<file path="src/rtl/refdiv_pkg.sv">
package refdiv_pkg;

    localparam int N_CH    = 4;
    localparam int FRAC_W  = 6;
    localparam int PAD_W   = 1;
    localparam int LANE_W  = FRAC_W + PAD_W + 1;
    localparam int SUM_W   = FRAC_W + 1;

    localparam logic [FRAC_W-1:0] NUMER   = FRAC_W'(18);
    localparam logic [FRAC_W-1:0] FRAC_LO = FRAC_W'(18);
    localparam logic [FRAC_W-1:0] FRAC_HI = FRAC_W'(35);

    typedef struct packed {
        logic              stop;
        logic [PAD_W-1:0]  pad;
        logic [FRAC_W-1:0] frac;
    } lane_t;

    localparam logic [LANE_W-1:0] LANE_KEEP = {1'b1, {PAD_W{1'b0}}, {FRAC_W{1'b1}}};
    localparam lane_t LANE_RST = '{stop: 1'b1, pad: '0, frac: FRAC_LO};

    typedef enum logic [1:0] {
        OP_NONE  = 2'd0,
        OP_WRITE = 2'd1,
        OP_SET   = 2'd2,
        OP_CLEAR = 2'd3
    } wr_op_e;

    function automatic logic [FRAC_W-1:0] clamp_frac(input logic [FRAC_W-1:0] f);
        if (f < FRAC_LO)      return FRAC_LO;
        else if (f > FRAC_HI) return FRAC_HI;
        else                  return f;
    endfunction

    function automatic lane_t to_lane(input logic [LANE_W-1:0] bits);
        lane_t l;
        l = lane_t'(bits & LANE_KEEP);
        return l;
    endfunction

    function automatic wr_op_e pick_op(input logic wr, input logic st, input logic cl);
        if (wr)      return OP_WRITE;
        else if (st) return OP_SET;
        else if (cl) return OP_CLEAR;
        else         return OP_NONE;
    endfunction

endpackage

</file>
<file path="src/rtl/refdiv_regbank.sv">
module refdiv_regbank
    import refdiv_pkg::*;
#(
    parameter int NUM_CH = N_CH,
    localparam int REG_W = NUM_CH * LANE_W
) (
    input  logic             clk,
    input  logic             rst,
    input  logic             wr_en,
    input  logic             set_en,
    input  logic             clr_en,
    input  logic [REG_W-1:0] wdata,
    output logic [REG_W-1:0] word_o,
    output lane_t            lanes_o [NUM_CH]
);

    wr_op_e           op;
    logic [REG_W-1:0] keep;

    always_comb op = pick_op(wr_en, set_en, clr_en);

    for (genvar n = 0; n < NUM_CH; n++) begin : g_lane
        lane_t             cur_q;
        lane_t             nxt;
        logic [LANE_W-1:0] wd;

        assign wd = wdata[n*LANE_W +: LANE_W];
        assign keep[n*LANE_W +: LANE_W] = LANE_KEEP;

        always_comb begin
            unique case (op)
                OP_WRITE: nxt = to_lane(wd);
                OP_SET:   nxt = to_lane(LANE_W'(cur_q) | wd);
                OP_CLEAR: nxt = to_lane(LANE_W'(cur_q) & ~wd);
                default:  nxt = cur_q;
            endcase
        end

        always_ff @(posedge clk) begin
            if (rst) cur_q <= LANE_RST;
            else     cur_q <= nxt;
        end

        assign word_o[n*LANE_W +: LANE_W] = LANE_W'(cur_q);
        assign lanes_o[n] = cur_q;

        // reserved bit of each lane never holds a 1
        a_r5_pad_zero: assert property (@(posedge clk) disable iff (rst)
            cur_q.pad == '0);
    end

    // plain write replaces the word (reserved bits masked)
    a_r2_plain_write: assert property (@(posedge clk) disable iff (rst)
        wr_en |=> word_o == ($past(wdata) & keep));

    // set write ORs data in when no plain write is present
    a_r3_set_or: assert property (@(posedge clk) disable iff (rst)
        (set_en && !wr_en) |=> word_o == (($past(word_o) | $past(wdata)) & keep));

    // clear write removes the 1-bits of the data when alone
    a_r4_clear_and: assert property (@(posedge clk) disable iff (rst)
        (clr_en && !set_en && !wr_en) |=> word_o == ($past(word_o) & ~$past(wdata)));

endmodule

</file>
<file path="src/rtl/refdiv_chan.sv">
module refdiv_chan
    import refdiv_pkg::*;
(
    input  logic  clk,
    input  logic  rst,
    input  lane_t cfg,
    output logic  en_o
);

    logic [FRAC_W-1:0] acc_q;
    logic [FRAC_W-1:0] frac_eff;
    logic [SUM_W-1:0]  sum;
    logic              hit;
    logic [SUM_W-1:0]  rem;

    always_comb begin
        frac_eff = clamp_frac(cfg.frac);
        sum      = {1'b0, acc_q} + SUM_W'(NUMER);
        hit      = sum >= {1'b0, frac_eff};
        rem      = sum - {1'b0, frac_eff};
    end

    always_ff @(posedge clk) begin
        if (rst || cfg.stop) begin
            acc_q <= '0;
            en_o  <= 1'b0;
        end else begin
            en_o  <= hit;
            acc_q <= hit ? rem[FRAC_W-1:0] : sum[FRAC_W-1:0];
        end
    end

    // a stopped channel emits nothing in the following cycle
    a_r6_gate_quiet: assert property (@(posedge clk) disable iff (rst)
        cfg.stop |=> (!en_o && acc_q == '0));

    // remainder stays below the largest effective divide value
    a_r7_acc_bounded: assert property (@(posedge clk) disable iff (rst)
        acc_q < FRAC_HI);

    // a divide value at or below the lower clamp pulses every running cycle
    a_r8_low_clamp_full_rate: assert property (@(posedge clk) disable iff (rst)
        (!cfg.stop && cfg.frac <= FRAC_LO) |=> en_o);

endmodule

</file>
<file path="src/rtl/refdiv_bank.sv">
module refdiv_bank
    import refdiv_pkg::*;
#(
    parameter int NUM_CH = N_CH,
    localparam int REG_W = NUM_CH * LANE_W
) (
    input  logic              clk,
    input  logic              rst,
    input  logic              wr_en,
    input  logic              set_en,
    input  logic              clr_en,
    input  logic [REG_W-1:0]  wdata,
    output logic [REG_W-1:0]  rdata,
    output logic [NUM_CH-1:0] clk_en_o
);

    lane_t lanes [NUM_CH];

    refdiv_regbank #(.NUM_CH(NUM_CH)) u_regs (
        .clk     (clk),
        .rst     (rst),
        .wr_en   (wr_en),
        .set_en  (set_en),
        .clr_en  (clr_en),
        .wdata   (wdata),
        .word_o  (rdata),
        .lanes_o (lanes)
    );

    for (genvar n = 0; n < NUM_CH; n++) begin : g_ch
        refdiv_chan u_chan (
            .clk  (clk),
            .rst  (rst),
            .cfg  (lanes[n]),
            .en_o (clk_en_o[n])
        );
    end

    // outputs stay quiet in the cycle after reset
    a_r1_quiet_after_reset: assert property (@(posedge clk)
        rst |=> clk_en_o == '0);

endmodule

</file>
<file path="config.mk">
export PLATFORM = sky130hd
export DESIGN_NAME = refdiv_bank
export DESIGN_NICKNAME = d
export VERILOG_FILES = /design/src/rtl/refdiv_pkg.sv /design/src/rtl/refdiv_regbank.sv /design/src/rtl/refdiv_chan.sv /design/src/rtl/refdiv_bank.sv
export SDC_FILE = /design/constraint.sdc
export NUM_CORES = 1
export LEC_CHECK = 0
export ABC_CLOCK_PERIOD_IN_PS = 3850
export BUFFER_PORTS_ARGS = -buffer_cell sky130_fd_sc_hd__buf_2
export CAP_MARGIN = 20
export CORE_AREA = 2 2 120 122
export DETAILED_ROUTE_END_ITERATION = 12
export DIE_AREA = 0 0 122 124
export PLACE_DENSITY_LB_ADDON = 0.12
export SLEW_MARGIN = 0
export SYNTH_ARGS = -nofsm -noshare
export SYNTH_HDL_FRONTEND = slang
export SYNTH_HIERARCHICAL = 1
export SYNTH_SLANG_ARGS = --single-unit
</file>
<file path="constraint.sdc">
create_clock -name clk -period 3.85 [get_ports clk]
set_clock_uncertainty 0.2 [all_clocks]
set_input_delay 0.385 -clock clk [delete_from_list [all_inputs] [get_ports clk]]
set_output_delay 0.385 -clock clk [all_outputs]
set_load 0.01 [all_outputs]
</file>
==> summary.txt <==
Cells and area
  • Final nets: 575
  • Area Growth Syn to Fin: 7.544%
  • Post-layout util: 0.3159
  • Fill cells: around 1500
  • FF/Latch Area: roughly 1100 um2
  • Share of layout cells above drive strength 1: 0.1908
  • Area of the multi-input gates: around 2400 um2

Pwr
  • Pleak: just under 2 nW
  • VDD IR max: around 0.16 mV
  • Power density over the cells: 426.9 nW/um2

Synth
  • Post-Syn Area: 4030 um2
  • Mapped Avg Cell Area: ~8.4 um2
  • Yosys warning total: 6
  • Syn Inst Count: 478

Drt
  • DRC Markers: 0
  • Post-Route WL: roughly 9600 um
  • Via Count: 3219
  • Detail Route Antenna Nets: 0
  • TritonRoute pass-1 iters: 6
  • Via/cell ratio: 4.741
  • 1st-iter DRT viols: 85
  • Routed len/inst: 14.07 um

Hold path
  • Hold path start: wdata[12]
  • Hold Crit Class: input pin to register

Global routing
  • Grt ovf: 0
  • Largest net degree at the start of global routing: 33
  • Initial antenna violation count: 0
  • Global-route wire length before repair: around 16000 um
  • All-Layer GR Usage: 0.1325
  • Vias in the first global route: 3167

Floorplan
  • Core Area: 13720 um2
  • Chip width: around 120 um
  • Row count: 43
  • Die height: 124 um
  • Die Area: between 15000 and 20000 um2
  • Initial Util: 0.2938
  • Ports: 73

Timing
  • Final WS setup: 826.2 ps
  • Final setup fails: 0
  • Tcrit/Tclk final: 0.7854
  • RSZ-0062 raised after global routing: no
  • Post-route minimum period: 3024 ps
  • Worst slew pin tran: 733.1 ps
  • Final Hold Vio Count: 0
  • Headroom to the max-slew limit: 0.5113
  • Fmax: 330.7 MHz
  • Final setup TNS: 0 ps
  • Pins Over Slew Limit: 0

Clock network
  • Clk buf depth: 2
  • # hold bufs at CTS: 0
  • CTS resizes: 0
  • Clk_lat worst skew: about 310 ps
  • Setup bufs post-CTS: 0
  • TritonCTS buffer count: 5
  • CTS tree: yes
  • Clock Sinks: 56
  • Clk pin slew, worst setup/hold paths: 70 ps
  • CTS root buf: clkbuf_16
  • CTS HTree Levels: 2

Worst setup path
  • Critical Path AT: 3010 ps
  • Worst EP required: around 3800 ps
  • Worst stage delay on the critical path: ~540 ps
  • Crit path max fanout: 9
  • Critical path startpoint: u_regs/lanes_o[20]
  • Crit start category: register
  • Critical Path Sink Type: register
  • Setup CP Type: register to register
  • CP Buf/Inv Count: 1
  • Critical R2R Launch: u_regs/lanes_o[20]
  • Crit-path slowest cell: o221a_1
  • Worst-path cell chain: nor2b_1, o21a_1, a21oi_1, or2_2, inv_1, ha_1, a221oi_1, o221a_1, nor2b_4, a2111oi_4
  • Kind of cell adding the most delay to the critical path: compound AO/OA/AOI/OAI gates

Job
  • Max Cap Viol: 0

Placed design
  • # port buffers: 64
  • DP HPWL: 6960 um
  • Pre-CTS setup slack: 843.3 ps
  • GP Congestion: 0.7690

Run status
  • Status: finished, final reports clean
-- cells in the final DEF, fill, tap and decap left out, types with 5 or more instances in the layout --
master,count
buf_2,64
a32oi_1,16
xnor2_1,8
nor2_1,40
nand3_1,20
mux2i_1,12
a211oi_1,8
inv_1,24
clkbuf_16,5
nor3_1,8
xor2_1,16
dfxtp_1,56
nand2_1,52
a21oi_1,45
or2_2,8
o21ai_0,8
nor2b_1,12
ha_1,36
-- power by group --
group	internal, mW	switching [mW]	total, mW	leakage [nW]
registers	0.624	0.0488	0.672	0.460
clock network	0.238	0.224	0.462	0.0667
logic	0.321	0.395	0.716	1.40
-- path summary, 6_finish.rpt --
check | slack (ps) | depth (start not counted) | to
worst max-delay path | 830 | 10 | g_ch[1].u_chan/acc_q[5]
worst min-delay path | 90 | 3 | u_regs/lanes_o[20]
worst max register to register | 830 | 10 | g_ch[1].u_chan/acc_q[5]
worst min register to register | 270 | 2 | u_regs/lanes_o[15]
-- stage by stage --
step	cell area, um2	cells	power (mW)	hold WS [ps]
2_1_floorplan	4041	481	1.322	238.8
3_3_place_gp	4198	671	1.398	247.4
3_5_place_dp	4198	671	1.405	262.4
4_1_cts	4332	678	1.888	82.22
5_1_grt	4332	678	1.997	96.31
6_report	4334	679	1.850	94.47
-- state kept, by name, indices dropped and copies added, names as in the netlist --
| name | flops |
|---|---|
| u_regs/lanes_o | 28 |
| g_ch.u_chan/acc_q | 24 |
| g_ch.u_chan/en_o | 4 |
-- worst reg2reg max path, delay by kind of cell (launching register included) --
family / cells / cell delay [ps]
AOI/OAI and AO/OA: 5 / 1140
adders and majority gates: 1 / 250
buffers and inverters: 1 / 80
DFF: 1 / 420
and+or+nand+nor: 3 / 810
-- per-layer routing --
metal | part of all wire | vias to the layer above | wire (um) | global-route usage
met2 | 0.48 | 32 | 4579 | 0.2301
li1 | - | 1674 | - | -
met1 | 0.48 | 1505 | 4587 | 0.1645
met3 | 0.025 | 8 | 235 | 0.02244
met4 | 0.015 | 0 | 148 | 0.04957
met5 | 0 | - | 0 | 0
-- final cells by class --
type | instances | area share
Antenna cell | 1 | 0.0005774
Clock buffer | 6 | 0.02973
Clock inverter | 1 | 0.001155
Inverter | 25 | 0.02165
Multi-Input combinational cell | 345 | 0.5606
Sequential cell | 56 | 0.2587
Tap cell | 180 | 0.05196
Timing Repair Buffer | 65 | 0.07563
Power figures use the tool's default switching activity.
